===== config.mk =====
export PLATFORM = sky130hd
export DESIGN_NAME = occ_monitor
export DESIGN_NICKNAME = d
export VERILOG_FILES = /design/src/rtl/occmon_pkg.sv /design/src/rtl/occmon_limit.sv /design/src/rtl/occmon_level.sv /design/src/rtl/occmon_timer.sv /design/src/rtl/occmon_strip.sv /design/src/rtl/occ_monitor.sv
export SDC_FILE = /design/constraint.sdc
export NUM_CORES = 1
export LEC_CHECK = 0
export BUFFER_PORTS_ARGS = -buffer_cell sky130_fd_sc_hd__clkbuf_2
export CAP_MARGIN = 5
export CORE_MARGIN = 8
export CORE_UTILIZATION = 40
export CTS_CLUSTER_DIAMETER = 60
export DETAILED_ROUTE_END_ITERATION = 7
export PLACE_DENSITY_LB_ADDON = 0.25
export SLEW_MARGIN = 20
export SYNTH_ARGS = -nofsm -noshare
export SYNTH_HDL_FRONTEND = slang
export SYNTH_HIERARCHICAL = 1
export SYNTH_SLANG_ARGS = --single-unit
export TNS_END_PERCENT = 10

===== constraint.sdc =====
create_clock -name clk -period 5.3 [get_ports clk]
set_input_delay 0.53 -clock clk [delete_from_list [all_inputs] [get_ports clk]]
set_output_delay 0.53 -clock clk [all_outputs]
set_load 0.02 [all_outputs]

===== src/rtl/occmon_pkg.sv =====
package occmon_pkg;
  typedef enum logic [1:0] {
    ROLE_XPORT = 2'b00,
    ROLE_AUDIO = 2'b01,
    ROLE_SYS   = 2'b10,
    ROLE_VIDEO = 2'b11
  } role_e;

  localparam int XPORT_BYTES = 512;
  localparam int AUDIO_BYTES = 1536;
  localparam int SYS_BYTES   = 3584;
  localparam int VID_SHIFT   = 11;
  localparam int PKT_BYTES   = 188;
  localparam int HDR_BYTES   = 4;
endpackage


===== src/rtl/occmon_limit.sv =====
module occmon_limit
  import occmon_pkg::*;
#(
  parameter int OCC_W = 24,
  parameter int VSZ_W = 10
) (
  input  logic [1:0]       role,
  input  logic [VSZ_W-1:0] var_size,
  output logic [OCC_W-1:0] limit
);
  role_e r;
  always_comb begin
    r = role_e'(role);
    unique case (r)
      ROLE_XPORT: limit = OCC_W'(XPORT_BYTES);
      ROLE_AUDIO: limit = OCC_W'(AUDIO_BYTES);
      ROLE_SYS:   limit = OCC_W'(SYS_BYTES);
      default:    limit = OCC_W'(var_size) << VID_SHIFT;
    endcase
  end
endmodule


===== src/rtl/occmon_level.sv =====
module occmon_level #(
  parameter int OCC_W = 24
) (
  input  logic             clk,
  input  logic             rst,
  input  logic             in_stb,
  input  logic             out_stb,
  output logic [OCC_W-1:0] occ,
  output logic             removed,
  output logic             rejected
);
  logic inc, dec, empty, full;
  always_comb begin
    inc      = in_stb && !out_stb;
    dec      = out_stb && !in_stb;
    empty    = (occ == '0);
    full     = &occ;
    rejected = dec && empty;
    removed  = out_stb && (in_stb || !empty);
  end

  always_ff @(posedge clk) begin
    if (rst)                occ <= '0;
    else if (inc && !full)  occ <= occ + OCC_W'(1);
    else if (dec && !empty) occ <= occ - OCC_W'(1);
  end
endmodule


===== src/rtl/occmon_timer.sv =====
module occmon_timer #(
  parameter int TICKS_PER_SEC = 27_000_000
) (
  input  logic clk,
  input  logic rst,
  input  logic unit_begin,
  input  logic unit_end,
  input  logic still_pic,
  output logic timeout
);
  localparam longint LIM_N = longint'(TICKS_PER_SEC);
  localparam longint LIM_S = longint'(TICKS_PER_SEC) * 60;
  localparam int     TW    = $clog2(LIM_S + 1);

  logic          active, still_q;
  logic [TW-1:0] cnt, lim;

  always_comb lim = still_q ? TW'(LIM_S) : TW'(LIM_N);

  always_ff @(posedge clk) begin
    if (rst) begin
      active  <= 1'b0;
      still_q <= 1'b0;
      cnt     <= '0;
      timeout <= 1'b0;
    end else begin
      timeout <= 1'b0;
      if (unit_begin) begin
        active  <= 1'b1;
        still_q <= still_pic;
        cnt     <= '0;
      end else if (unit_end) begin
        active <= 1'b0;
      end else if (active) begin
        if (cnt == lim) begin
          active  <= 1'b0;
          timeout <= 1'b1;
        end else begin
          cnt <= cnt + TW'(1);
        end
      end
    end
  end
endmodule


===== src/rtl/occmon_strip.sv =====
module occmon_strip
  import occmon_pkg::*;
(
  input  logic clk,
  input  logic rst,
  input  logic is_xport,
  input  logic removed,
  output logic payload_stb
);
  localparam int PW = $clog2(PKT_BYTES);
  logic [PW-1:0] pos;

  always_ff @(posedge clk) begin
    if (rst) begin
      pos         <= '0;
      payload_stb <= 1'b0;
    end else begin
      payload_stb <= removed && (!is_xport || pos >= PW'(HDR_BYTES));
      if (removed && is_xport)
        pos <= (pos == PW'(PKT_BYTES - 1)) ? '0 : pos + PW'(1);
    end
  end
endmodule


===== src/rtl/occ_monitor.sv =====
module occ_monitor
  import occmon_pkg::*;
#(
  parameter int OCC_W         = 24,
  parameter int VSZ_W         = 10,
  parameter int CNT_W         = 8,
  parameter int TICKS_PER_SEC = 27_000_000
) (
  input  logic             clk,
  input  logic             rst,
  input  logic             clr,
  input  logic             in_stb,
  input  logic             out_stb,
  input  logic [1:0]       role,
  input  logic [VSZ_W-1:0] var_size,
  input  logic             still_pic,
  input  logic             unit_begin,
  input  logic             unit_end,
  output logic [OCC_W-1:0] occupancy,
  output logic             payload_stb,
  output logic             ovf_flag,
  output logic             udf_flag,
  output logic             dly_flag,
  output logic [CNT_W-1:0] err_count
);
  logic [OCC_W-1:0] limit;
  logic             removed, rejected, timeout;
  logic             ovf_prev, ovf_now, ovf_evt;
  logic [1:0]       n_evt;
  logic [CNT_W:0]   cnt_sum;

  occmon_limit #(.OCC_W(OCC_W), .VSZ_W(VSZ_W)) u_limit (
    .role(role), .var_size(var_size), .limit(limit));

  occmon_level #(.OCC_W(OCC_W)) u_level (
    .clk(clk), .rst(rst), .in_stb(in_stb), .out_stb(out_stb),
    .occ(occupancy), .removed(removed), .rejected(rejected));

  occmon_timer #(.TICKS_PER_SEC(TICKS_PER_SEC)) u_timer (
    .clk(clk), .rst(rst), .unit_begin(unit_begin), .unit_end(unit_end),
    .still_pic(still_pic), .timeout(timeout));

  occmon_strip u_strip (
    .clk(clk), .rst(rst), .is_xport(role == ROLE_XPORT),
    .removed(removed), .payload_stb(payload_stb));

  always_comb begin
    ovf_now = occupancy > limit;
    ovf_evt = ovf_now && !ovf_prev;
    n_evt   = 2'(ovf_evt) + 2'(rejected) + 2'(timeout);
    cnt_sum = {1'b0, err_count} + (CNT_W+1)'(n_evt);
  end

  always_ff @(posedge clk) begin
    if (rst) begin
      ovf_prev  <= 1'b0;
      ovf_flag  <= 1'b0;
      udf_flag  <= 1'b0;
      dly_flag  <= 1'b0;
      err_count <= '0;
    end else begin
      ovf_prev <= ovf_now;
      if (clr) begin
        ovf_flag  <= 1'b0;
        udf_flag  <= 1'b0;
        dly_flag  <= 1'b0;
        err_count <= '0;
      end else begin
        ovf_flag  <= ovf_flag | ovf_evt;
        udf_flag  <= udf_flag | rejected;
        dly_flag  <= dly_flag | timeout;
        err_count <= cnt_sum[CNT_W] ? '1 : cnt_sum[CNT_W-1:0];
      end
    end
  end
endmodule


# --- Word level (Yosys, flattened, before mapping) ---
# Index checks and enable logic that the tools add are counted.
classes:
  add_sub_neg: 7
  n_lt_le_gt_ge: 2
  eq_ne: 4
  muxes: 11
  bitwise: 6
  reduce_logical: 25
ops:
  columns: ["op", "count"]
  rows:
  - ["21-bit one-hot mux with 3 select lines", 1]
  - ["24-bit 2-to-1 mux", 2]
  - ["31-bit by 1-bit adder with 31-bit output (second input constant)", 1]
  - ["31-bit == test", 1]
  - ["31-bit 2-to-1 mux", 1]
  - ["24-bit by 1-bit adder with 24-bit output (second input constant)", 1]
  - ["24-bit > comparator", 1]
  - ["24-bit zero test", 1]
  - ["24-bit AND reduction", 1]
  - ["24-bit by 1-bit subtractor with 24-bit output (second input constant)", 1]
  - ["8-bit 2-to-1 mux", 2]
  - ["8-bit by 2-bit adder with 9-bit output", 1]
  - ["1-bit logical AND", 9]
  - ["8-bit by 1-bit adder with 8-bit output (second input constant)", 1]
  - ["8-bit == test (second input constant)", 1]
  - ["8-bit by 3-bit greater-or-equal comparator with 1-bit output (second input constant)", 1]
  - ["1-bit zero test", 6]
  - ["1-bit 2-to-1 mux", 5]
  - ["2-bit OR reduction", 2]
  - ["4-bit OR reduction", 1]
  - ["1-bit inverter", 3]
  - ["1-bit OR", 3]
  - ["3-bit AND reduction", 1]
  - ["1-bit by 1-bit adder with 2-bit output", 1]
  - ["6 further kinds", 7]
word_totals:
  register_bits: 79
  input_bits: 20
  output_inout_bits: 36
  word_cells: 67

# --- Longest topological paths before layout ---
# Gate-level depths: netlist of run 1.
depth:
  depth_word: 8
  ltp_mapped: 18
  mapped_depth_nobuf: 18

# --- Modules after synthesis ---
# The synthesis of run 1 kept the hierarchy.
by_module_without_submodules:
  columns: ["module", "instances", "cells_per_inst", "area_per_inst_um2", "seq_area_each_um2"]
  rows:
  - ["occmon_level", 1, 310, 2352.3, 480.5]
  - ["occmon_timer", 1, 219, 1776.7, 680.7]
  - ["occ_monitor", 1, 140, 1159.9, 240.2]
  - ["occmon_strip", 1, 53, 460.4, 180.2]
  - ["occmon_limit", 1, 29, 212.7, 0.0]

# --- Worst setup path before layout of run 1 ---
# Ideal clock, no wire load.
synth_path:
  path_kind: "input-to-reg"
  from: "input role[0]"
  to: "register err_count[7]"
  setup_ps: 128
  arrival_ps: 3622
  required_ps: 5172
  setup_slack_ps: 1551
  cell_stages: 17
  n_path_buf: 0
  cell_sequence: "ha_1 > mux2_4 > inv_1 > ha_1 > a21oi_1 > o21ai_1 > a221o_1 > a211oi_2 > nor3b_1 > fa_1 > ha_1 > fa_1 > nand2_1 > nor2_1 > nand3b_1 > o21ai_1 > nor2_1"
synth_via:
  elab_chain_len: 8
  word_cells_on_any_way: 10
  cone_classes: "add/sub (3); order compare (1); eq/ne (2); mux (2); reduce/logical (2)"
synth_lines:
  columns: ["element", "line", "source"]
  rows:
  - ["start: declaration", "occ_monitor.sv:14", "input logic [1:0] role,"]
  - ["2-bit == test, or another cell as far along", "occmon_limit.sv:14", "unique case (r)"]
  - ["21-bit one-hot mux with 3 select lines (*)", "occmon_limit.sv:14", null]
  - ["via limit[11]", "occ_monitor.sv:26", "logic [OCC_W-1:0] limit;"]
  - ["24-bit > comparator (*)", "occ_monitor.sv:48", "ovf_now = occupancy > limit;"]
  - ["1-bit logical AND (*)", "occ_monitor.sv:49", "ovf_evt = ovf_now && !ovf_prev;"]
  - ["1-bit by 1-bit adder with 2-bit output (*)", "occ_monitor.sv:50", "n_evt = 2'(ovf_evt) + 2'(rejected) + 2'(timeout);"]
  - ["2-bit by 1-bit adder with 2-bit output (*)", "occ_monitor.sv:50", null]
  - ["8-bit by 2-bit adder with 9-bit output (*)", "occ_monitor.sv:51", "cnt_sum = {1'b0, err_count} + (CNT_W+1)'(n_evt);"]
  - ["8-bit 2-to-1 mux (*)", "occ_monitor.sv:72", "err_count <= cnt_sum[CNT_W] ? '1 : cnt_sum[CNT_W-1:0];"]
  - ["end signal: assignment", "occ_monitor.sv:72", null]
  - ["end: declaration", "occ_monitor.sv:24", "output logic [CNT_W-1:0] err_count"]
# The timed path passes the listed nets; every way through them passes the cells marked *.
# A chain may end at the register's enable or synchronous reset.

# --- Worst setup path after layout of run 1 ---
layout_path:
  from: "register u_level.occ[12]"
  to: "register u_level.occ[17]"
layout_via:
  elab_chain_len: 4
  word_cells_on_any_way: 11
  cone_classes: "add/sub (2); mux (2); reduce/logical (7)"
layout_lines:
  columns: ["element", "line", "source"]
  rows:
  - ["start: declaration", "occmon_level.sv:8", "output logic [OCC_W-1:0] occ,"]
  - ["start signal: assignment", "occmon_level.sv:24", "else if (inc && !full) occ <= occ + OCC_W'(1);"]
  - ["start signal: assignment", "occmon_level.sv:25", "else if (dec && !empty) occ <= occ - OCC_W'(1);"]
  - ["branches (longest 4 deep; another with 24-bit by 1-bit subtractor with 24-bit output)", null, null]
# Several ways; the timed one is not identified. The select of a mux whose other input is x is not followed.

==> results of run 1 <==
## metrics by stage
stage | worst slack (ns) | util | cells
floorplan | 1.55 | - | 762
global placement | 1.04 | 0.436 | 969
detailed placement | 0.981 | 0.436 | 969
CTS | 1.31 | 0.457 | 985
global route | 0.985 | 0.457 | 987
finish | 1.29 | 0.457 | 987
## sequential cells by signal (all words and copies together) (netlist names)
signal / count
u_timer/cnt: 31
u_level/occ: 24
err_count: 8
u_strip/pos: 8
dly_flag: 1
ovf_flag: 1
ovf_prev: 1
u_strip/payload_stb: 1
u_timer/active: 1
u_timer/still_q: 1
u_timer/timeout: 1
udf_flag: 1
## worst max-delay path, delay by kind of cell, from the launching register on
kind,cells,cell delay (ns)
compound gates,6,1.87
fa+ha+maj,1,0.34
buf+inv,1,0.33
flops,1,0.53
simple gates,3,0.83
## cell type report
class                      count  area (sq um)  share of cell area
antenna                        2          5.00            0.000753
clock buffer                   9           225              0.0339
clock inverter                 7          81.3              0.0122
inverter                      44           165              0.0249
multi-input combinational    603          4050               0.610
sequential                    79          1580               0.238
tap                          184           230              0.0347
timing repair buffer          59           305              0.0460
## cell usage in the layout, fill, tap and decap left out, types with 9 or more instances in the layout
cell	Yosys	routed
a21o_1	12	12
a21oi_1	73	73
and2_1	13	13
clkbuf_16	0	9
clkbuf_2	0	55
conb_1	1	12
dfxtp_1	79	79
ha_1	55	55
inv_1	44	44
nand2_1	74	74
nand3_1	26	26
nand4_1	30	30
nor2_1	53	53
nor2b_1	10	10
nor3_1	19	19
nor4_1	11	11
o21ai_0	29	29
o31ai_1	11	11
or3_1	18	18
or4_1	10	10
xnor2_1	12	12
xor2_1	15	15
## cell families after synthesis
group	synth area share
compound gates	0.206
xor+xnor	0.0397
fa+ha+maj	0.125
buf+inv	0.0625
flops	0.265
mux	0.0111
other cells	0.000629
simple gates	0.290
## report_power, final
group | internal, mW | switching [mW]
sequential | 0.652 | 0.126
combinational | 0.407 | 0.597
clock | 0.371 | 0.273
## layer usage
layer  vias to the layer above  GRT usage  wire, microns
li1                       2854          -              -
met1                      2526      0.220           7830
met2                       112      0.246           6770
met3                        23     0.0295            720
met4                         2     0.0715            368
met5                         -          0             13
## worst paths after layout
kind                                      start               to  slack (ns)  depth (start not counted)
worst max-delay path            u_level/occ[12]  u_level/occ[17]        1.29                         11
worst min register to register         dly_flag         dly_flag        0.48                          2
worst min-delay path                  still_pic  u_timer/still_q        0.43                          3
worst max register to register  u_level/occ[12]  u_level/occ[17]        1.29                         11
==> metrics.csv, run 1 <==
stage;metric;value;unit
placement;dp_hpwl;11.7;mm
placement;finalWeightedCongestion;0.874;
setup_path;endpoint_kind;flip-flop;
cts;cts_made_buffers;9;
power;p_leak;2.63;nW
yosys;synth_top_cell_area_share;0.265;
timing;fin_crit_sh;0.756;
floorplanning;initial_core_util;0.410;
setup_path;path_cells;nand4_1, or4_4, o311ai_4, buf_4, ha_1, a21o_1, a31oi_1, o31ai_1, a31oi_1, nor4_1, a311o_1;
drt;routed_wl;15.7;mm
timing;min_period;4.01;ns
cts;clockRootBuffer;clkbuf_16;
drt;drt-initial-drc-count;314;
yosys;avgSynthCellArea;7.94;sq um
timing;fin_skew;0.00919;ns
timing;slew_headroom;0.318;
run;cap_viol_max_count;0;
cts;clock_insertion_delay_worst_skew;0.34;ns
setup_path;path_class;flip-flop to flip-flop;
finish;fin_nets;874;
yosys;synth.most_common_cell;dfxtp_1;
cts;cts.path.max_buffers;2;
drt;via_per_inst;5.59;
yosys;synth_top_cells_by_count;dfxtp_1, nand2_1, a21oi_1;
global_route;grt_pass1_wl;26.2;mm
floorplanning;die_w;138;microns
setup_path;startpoint_type;flip-flop;
drt;firstDrtPassIters;5;
global_route;grt_max_degree;56;
floorplanning;die-area;0.0191;sq mm
cts;ctsHoldBuffers;0;
yosys;yosysSeqAreaShare;0.265;
global_route;grt.total_usage;0.163;
drt;final_antenna_net_count;0;
placement;port_buffers;55;
timing;rsz0062_at_grt;false;
cts;cts_max_level;3;
floorplanning;die_y;138;microns
yosys;synth_cells;751;
timing;whs;0.433;ns
yosys;synth-async-reset-ratio;0;
yosys;synth.largest_area_cell;dfxtp_1;
finish;design_area;0.00664;sq mm
setup_path;timing.critical_path.mode_cell;a31oi_1;
run_status;status;complete, no violations;
timing;fin_tns_setup;0;ns
yosys;synth_warnings;6;
setup_path;critPathRequiredTime;5.53;ns
drt;vias;5517;
power;vdd_drop_max;0.211;mV
global_route;antenna_found_initial;3;
global_route;grt_pass1_vias;5103;
drt;wl_per_cell;15.9;microns
finish;drive_gt1_frac;0.132;
timing;fmax;250;MHz
setup_path;slowest_delay;0.70;ns
finish;area_growth_syn_to_layout;11.4;%
global_route;overflow;0;
cts;cts_resized;0;
setup_path;crit_slowest_cell;o311ai_4;
power;powerDensity;365;mW/mm^2
placement;placed_area;0.00633;sq mm
finish;nFillCells;1461;
drt;drc;0;
timing;slew_violations;0;
min_path;hold_path_class;input pin to flip-flop;
cts;post_cts_buffers;0;
cts;clock-sinks;79;
timing;worst_pin_slew;1.02;ns
yosys;netlist-cell-type-count;75;
setup_path;cp.arrival;4.24;ns
yosys;synth_edf_count;0;
yosys;yosys-top-cells-area;dfxtp_1, ha_1, a21oi_1;
cts;cts_tree;built;
setup_path;cp_max_fo;15;
power;total_power;2.43;mW
cts;clk_pin_slew;0.07;ns
floorplanning;coreArea;0.0145;sq mm
yosys;synth_area;0.00596;sq mm
yosys;yosys_most_used_dff;dfxtp_1;
timing;hold_violations;0;
yosys;ys_ff_latch;79;
floorplanning;top_level_ports;56;
floorplanning;row_count;44;
timing;setup_viol;0;
No activity file was read; power rests on OpenSTA's default activity.
==> run 2, diff against run 1 <==
==> constraint.sdc (replaced) <==
create_clock -name clk -period 3.2 [get_ports clk]
set_input_delay 0.32 -clock clk [delete_from_list [all_inputs] [get_ports clk]]
set_output_delay 0.32 -clock clk [all_outputs]
set_load 0.02 [all_outputs]
==> run 2 against run 1 <==
The run now ends with negative setup slack left. Largest cell class unchanged. Final area up 20%. First-iteration DRC count up 19%. Sequential power is 57% higher. Cell count up 12%. Routed wire length grew 9.8%. Critical path type unchanged. Clock power grew 71%.
==> metrics.csv, run 2 (synthesized netlist as in run 1, its figures left out) <==
stage;metric;value;unit;change
run_status;status;finished, violations left;;was complete, no violations
run_status;violations;negative setup slack;;
global_route;grt_pass1_wl;28.3;mm;was 26.2 mm
min_path;hold_depth;3;;unchanged
drt;vias;6071;;was 5517
global_route;grt_max_degree;41;;was 56
timing;setup_viol;6;;was 0
timing;slew_violations;0;;unchanged
timing;rsz0062_at_grt;true;;was false
setup_path;endpoint_kind;flip-flop;;unchanged
setup_path;path_cells;nand4_1, or4_4, o311ai_4, buf_6, buf_4, ha_1, a21o_1, a31oi_1, buf_4, o221ai_1, a21o_1, a221o_1;;was nand4_1, or4_4, o311ai_4, buf_4, ha_1, a21o_1, a31oi_1, o31ai_1, a31oi_1, nor4_1, a311o_1
placement;placed_area;0.00720;sq mm;was 0.00633 sq mm
finish;final_cell_mix;buf_4, nand2_1, a21oi_1, dfxtp_1, clkbuf_2;;was dfxtp_1, nand2_1, a21oi_1, ha_1, clkbuf_2
cts;clock-sinks;79;;unchanged
drt;final_antenna_net_count;0;;unchanged
finish;fin_nets;990;;was 874
finish;area_growth_syn_to_layout;33.4;%;was 11.4%
cts;clockRootBuffer;clkbuf_16;;unchanged
global_route;antenna_found_initial;0;;was 3
min_path;min_from;still_pic;;unchanged
floorplanning;row_count;44;;unchanged
setup_path;r2r_slack;-0.12;ns;was 1.29 ns
floorplanning;initial_core_util;0.410;;unchanged
timing;fin_skew;0.00997;ns;was 0.00919 ns
setup_path;slowest_delay;0.53;ns;was 0.70 ns
timing;fmax;302;MHz;was 250 MHz
global_route;grt_pass1_vias;5697;;was 5103
drt;via_per_inst;5.51;;was 5.59
setup_path;critPathRequiredTime;3.44;ns;was 5.53 ns
finish;largestRegisters;u_timer/cnt (31), u_level/occ (24);;unchanged
finish;stdcell_count;1101;;was 987
finish;antennaDiodeCount;0;;was 2
global_route;grt.total_usage;0.175;;was 0.163
finish;regMostFlops;u_timer/cnt;;unchanged
drt;firstDrtPassIters;5;;unchanged
cts;clk_pin_slew;0.06;ns;was 0.07 ns
finish;design_area;0.00796;sq mm;was 0.00664 sq mm
setup_path;r2r_end;u_level/occ[21];;was u_level/occ[17]
cts;cts.path.max_buffers;2;;unchanged
floorplanning;die_y;138;microns;unchanged
timing;fin_tns_setup;-0.327;ns;was 0 ns
power;vdd_drop_max;0.352;mV;was 0.211 mV
finish;largest_register_ffs;31;;unchanged
timing;fin_crit_sh;1.04;;was 0.756
setup_path;path_class;flip-flop to flip-flop;;unchanged
drt;drt-initial-drc-count;375;;was 314
power;p_leak;3.27;nW;was 2.63 nW
timing;slew_headroom;0.433;;was 0.318
min_path;hold_end;u_timer/still_q;;unchanged
drt;routed_wl;17.2;mm;was 15.7 mm
drt;wl_per_cell;15.7;microns;was 15.9 microns
timing;min_period;3.32;ns;was 4.01 ns
drt;drc;0;;unchanged
cts;ctsHoldBuffers;0;;unchanged
setup_path;r2r_cells;12;;was 11
floorplanning;coreArea;0.0145;sq mm;unchanged
setup_path;cp_max_fo;8;;was 15
run;cap_viol_max_count;0;;unchanged
timing;finalWorstSetupSlack;-0.115;ns;was 1.29 ns
finish;nFillCells;1340;;was 1461
placement;port_buffers;55;;unchanged
cts;clock_insertion_delay_worst_skew;0.35;ns;was 0.34 ns
timing;whs;0.218;ns;was 0.433 ns
placement;pre_cts_ws;-0.697;ns;was 0.981 ns
power;total_power;4.87;mW;was 2.43 mW
placement;finalWeightedCongestion;0.905;;was 0.874
finish;final_common_cell;buf_4;;was dfxtp_1
floorplanning;die-area;0.0191;sq mm;unchanged
placement;dp_cells;1077;;was 969
cts;cts_tree;built;;unchanged
setup_path;reg2reg_from;u_level/occ[2];;was u_level/occ[12]
placement;dp_hpwl;13.2;mm;was 11.7 mm
floorplanning;top_level_ports;56;;unchanged
power;powerDensity;613;mW/mm^2;was 365 mW/mm^2
setup_path;crit_slowest_cell;or4_4;;was o311ai_4
setup_path;startpoint_type;flip-flop;;unchanged
floorplanning;die_w;138;microns;unchanged
setup_path;cp.arrival;3.55;ns;was 4.24 ns
finish;final_util;0.547;;was 0.457
timing;hold_violations;0;;unchanged
finish;drive_gt1_frac;0.309;;was 0.132
timing;worst_pin_slew;0.844;ns;was 1.02 ns
cts;cts_made_buffers;9;;unchanged
global_route;overflow;0;;unchanged
min_path;hold_path_class;input pin to flip-flop;;unchanged
cts;cts_max_level;3;;unchanged
-- run 2: cell count changes in the layout (fill, tap and decap cells not counted), moves of 5 or more --
| cell | before | now |
|---|---|---|
| buf_6 | 0 | 5 |
| buf_4 | 4 | 115 |
| ha_4 | 0 | 13 |
| a21oi_1 | 73 | 65 |
| inv_2 | 0 | 5 |
| dfxtp_1 | 79 | 63 |
| ha_1 | 55 | 41 |
| a21oi_2 | 0 | 7 |
| dfxtp_4 | 0 | 9 |
| inv_1 | 44 | 38 |
| dfxtp_2 | 0 | 7 |
-- run 2: final cells by class --
cell class              instances  area (sq um)  area share
clock buffers                  14           287      0.0360
clock inverters                 2          35.0     0.00440
inverters                      44           168      0.0211
multi-input cells             603          4400       0.553
flip-flops and latches         79          1620       0.204
well taps                     184           230      0.0289
repair buffers                175          1210       0.153
-- run 2: how the worst max path moves through the flow --
stage                    start  cells after the start              end  slack (ns)
3_3_place_gp           role[0]                     17     err_count[1]       -0.53
2_1_floorplan  u_level/occ[20]                     10  u_level/occ[21]       -0.29
4_1_cts        u_level/occ[17]                     13  u_level/occ[21]       -0.11
6_report        u_level/occ[2]                     12  u_level/occ[21]       -0.12
5_1_grt         u_level/occ[3]                     15     err_count[7]       -0.20
3_5_place_dp           role[1]                     17     err_count[2]       -0.70
-- run 2: report_power, final --
part | leakage (nW) | internal (mW) | switching (mW)
combinational | 2.46 | 1.23 | 1.33
clock | 0.157 | 0.699 | 0.405
sequential | 0.651 | 1.10 | 0.116
-- run 2: worst max-delay path: cells and delay by family, from the launching register on --
kind / cells / cell delay (ns)
compound gates: 6 / 1.43
simple gates: 2 / 0.67
buf+inv: 3 / 0.50
flops: 1 / 0.37
fa+ha+maj: 1 / 0.24
-- run 2: repair_timing --
item                                    4_1_cts  5_1_grt
pin swaps                                    16       23
endpoints found under the setup margin       16       21
cloned                                        0        0
resized for setup                            23       47
setup buffers                                 3        5
-- run 2: metal layers --
metal  GRT usage  vias to the layer above  part of all wire
li1            -                     3074                 -
met1       0.227                     2846              0.46
met2       0.288                      132              0.48
met3      0.0250                       19             0.046
met4      0.0658                        0             0.017
met5           0                        -                 0
==> run 3, diff against run 2 <==
--- a/config.mk
+++ b/config.mk
@@ -5,12 +5,12 @@
 export SDC_FILE = /design/constraint.sdc
 export NUM_CORES = 1
 export LEC_CHECK = 0
-export BUFFER_PORTS_ARGS = -buffer_cell sky130_fd_sc_hd__clkbuf_2
 export CAP_MARGIN = 5
 export CORE_MARGIN = 8
 export CORE_UTILIZATION = 40
 export CTS_CLUSTER_DIAMETER = 60
 export DETAILED_ROUTE_END_ITERATION = 7
+export DONT_BUFFER_PORTS = 1
 export PLACE_DENSITY_LB_ADDON = 0.25
 export SLEW_MARGIN = 20
 export SYNTH_ARGS = -nofsm -noshare
==> run 3 against run 2 <==
The flow still finishes with violations (negative setup slack). Cell count shrank 6.4%. Via count shrank 1.4%. Combinational power shrank 2%. Non-clock buffer count shrank 70. Critical path depth grew 3. Sequential power is essentially flat. Final area shrank 4.3%. Critical path type unchanged. Core utilization shrank 2.4 points. Critical endpoint is now err_count[7].
==> metrics.csv, run 3 (synthesized netlist as in run 1, its figures left out) <==
stage;metric;value;unit;change
run_status;status;finished, violations left;;unchanged
run_status;violations;negative setup slack;;unchanged
drt;routed_wl;18.0;mm;was 17.2 mm
timing;fmax;308;MHz;was 302 MHz
timing;setup_viol;6;;unchanged
global_route;overflow;0;;unchanged
cts;cts_made_buffers;9;;unchanged
finish;stdcell_count;1031;;was 1101
setup_path;path_cells;buf_4, ha_1, a21o_1, a211oi_2, o221ai_2, a211oi_4, nor3b_4, fa_1, ha_2, fa_2, nand2_2, nor2_4, nand3b_1, o21ai_1, nor2_1;;was nand4_1, or4_4, o311ai_4, buf_6, buf_4, ha_1, a21o_1, a31oi_1, buf_4, o221ai_1, a21o_1, a221o_1
drt;vias;5984;;was 6071
timing;fin_skew;0.00932;ns;was 0.00997 ns
floorplanning;die_w;138;microns;unchanged
power;vdd_drop_max;0.312;mV;was 0.352 mV
setup_path;critPathRequiredTime;3.42;ns;was 3.44 ns
cts;clk_pin_slew;0.06;ns;about the same
floorplanning;die-area;0.0191;sq mm;unchanged
global_route;grt_pass1_wl;28.9;mm;was 28.3 mm
placement;placed_area;0.00689;sq mm;was 0.00720 sq mm
placement;port_buffers;0;;was 55
finish;largest_register_ffs;31;;unchanged
timing;slew_headroom;0.448;;was 0.433
cts;clock-sinks;79;;unchanged
finish;design_area;0.00761;sq mm;was 0.00796 sq mm
drt;drt-initial-drc-count;352;;was 375
setup_path;path_class;flip-flop to flip-flop;;unchanged
floorplanning;row_count;44;;unchanged
cts;ctsHoldBuffers;0;;unchanged
floorplanning;top_level_ports;56;;unchanged
finish;final_cell_mix;buf_4, nand2_1, dfxtp_1, a21oi_1, nor2_1;;was buf_4, nand2_1, a21oi_1, dfxtp_1, clkbuf_2
floorplanning;initial_core_util;0.410;;unchanged
power;p_leak;2.95;nW;was 3.27 nW
cts;cts_max_level;3;;unchanged
placement;dp_hpwl;13.8;mm;was 13.2 mm
min_path;hold_path_class;input pin to flip-flop;;unchanged
setup_path;cp_top_family;adder cells;;was compound AO/OA/AOI/OAI gates
placement;dp_cells;1014;;was 1077
run;cap_viol_max_count;0;;unchanged
finish;largestRegisters;u_timer/cnt (31), u_level/occ (24);;unchanged
cts;clock_insertion_delay_worst_skew;0.34;ns;was 0.35 ns
timing;min_period;3.24;ns;was 3.32 ns
timing;hold_violations;0;;unchanged
timing;rsz0062_at_grt;true;;unchanged
timing;slew_violations;0;;unchanged
floorplanning;die_y;138;microns;unchanged
setup_path;worst-path-buf-inv;1;;was 3
global_route;grt.total_usage;0.179;;was 0.175
cts;cts.path.max_buffers;2;;unchanged
power;total_power;4.76;mW;was 4.87 mW
setup_path;startpoint_type;flip-flop;;unchanged
floorplanning;coreArea;0.0145;sq mm;unchanged
setup_path;cp.arrival;3.46;ns;was 3.55 ns
cts;cts_tree;built;;unchanged
drt;firstDrtPassIters;5;;unchanged
power;powerDensity;625;mW/mm^2;was 613 mW/mm^2
drt;via_per_inst;5.80;;was 5.51
cts;clockRootBuffer;clkbuf_16;;unchanged
finish;fin_nets;920;;was 990
setup_path;crit_slowest_cell;fa_1;;was or4_4
global_route;grt_max_degree;56;;was 41
drt;drc;0;;unchanged
drt;final_antenna_net_count;0;;unchanged
timing;worst_pin_slew;0.822;ns;was 0.844 ns
finish;regMostFlops;u_timer/cnt;;unchanged
finish;final_util;0.524;;was 0.547
placement;finalWeightedCongestion;0.872;;was 0.905
finish;antennaDiodeCount;0;;unchanged
drt;wl_per_cell;17.5;microns;was 15.7 microns
global_route;grt_pass1_vias;5688;;was 5697
timing;fin_crit_sh;1.01;;was 1.04
timing;finalWorstSetupSlack;-0.0434;ns;was -0.115 ns
finish;drive_gt1_frac;0.263;;was 0.309
global_route;antenna_found_initial;2;;was 0
setup_path;cp_max_fo;4;;was 8
finish;area_growth_syn_to_layout;27.7;%;was 33.4%
timing;fin_tns_setup;-0.127;ns;was -0.327 ns
setup_path;endpoint_kind;flip-flop;;unchanged
setup_path;slowest_delay;0.46;ns;was 0.53 ns
finish;final_common_cell;buf_4;;unchanged
## run 3: cell types whose count changed in the layout (fill, tap and decap cells not counted), moves of 3 or more
cell,delta
a21oi_2,+3
a21oi_1,-4
clkbuf_2,-53
nor3_2,+3
nor3_1,-3
buf_4,-16
clkbuf_1,-3
## run 3: final cells by class
class                   instances  area (sq um)
multi-input cells             603          4460
fillers                      1334          6920
repair buffers                105           828
well taps                     184           230
clock inverters                 5          36.3
clock buffers                  11           264
inverters                      44           165
flip-flops and latches         79          1630
## run 3: metrics by stage
stage,hold WS [ns],worst slack (ns)
6_report,0.0466,-0.0434
3_5_place_dp,0.392,-0.568
5_1_grt,0.0342,-0.212
2_1_floorplan,0.389,-0.292
4_1_cts,0.0364,-0.120
3_3_place_gp,0.398,-0.459
## run 3: per-layer routing
layer | vias to the layer above | wire, microns | share of wire | global-route usage
met3 | 27 | 917 | 0.051 | 0.0267
met2 | 155 | 8600 | 0.48 | 0.298
met1 | 2864 | 8090 | 0.45 | 0.225
met4 | 0 | 439 | 0.024 | 0.0721
met5 | - | 0 | 0 | 0
li1 | 2938 | - | - | -
## run 3: path summary, 6_finish.rpt
check                                startpoint              to  slack (ns)  cells past startpoint
worst max-delay path             u_level/occ[1]    err_count[7]       -0.04                     15
worst min-delay path                        rst  u_strip/pos[2]        0.05                      1
worst max register to register   u_level/occ[1]    err_count[7]       -0.04                     15
worst min register to register  u_timer/timeout        dly_flag        0.48                      2
## run 3: repair_timing
action	in CTS	in global routing
gates resized for setup	18	52
setup buffers	0	1
endpoints found under the setup margin	17	20
pin swaps	2	12
## run 3: worst register-to-register path, stage by stage (launching register included)
cell	delay [ns]
dfxtp_4	0.36
buf_4	0.13
ha_1	0.18
a21o_1	0.16
a211oi_2	0.24
o221ai_2	0.16
a211oi_4	0.33
nor3b_4	0.08
fa_1	0.46
ha_2	0.20
fa_2	0.39
nand2_2	0.09
nor2_4	0.05
nand3b_1	0.15
o21ai_1	0.09
nor2_1	0.05
## run 3: where the power goes
group,total [mW],internal (mW),switching (mW)
sequential,1.23,1.10,0.128
combinational,2.50,1.16,1.34
clock,1.03,0.599,0.433
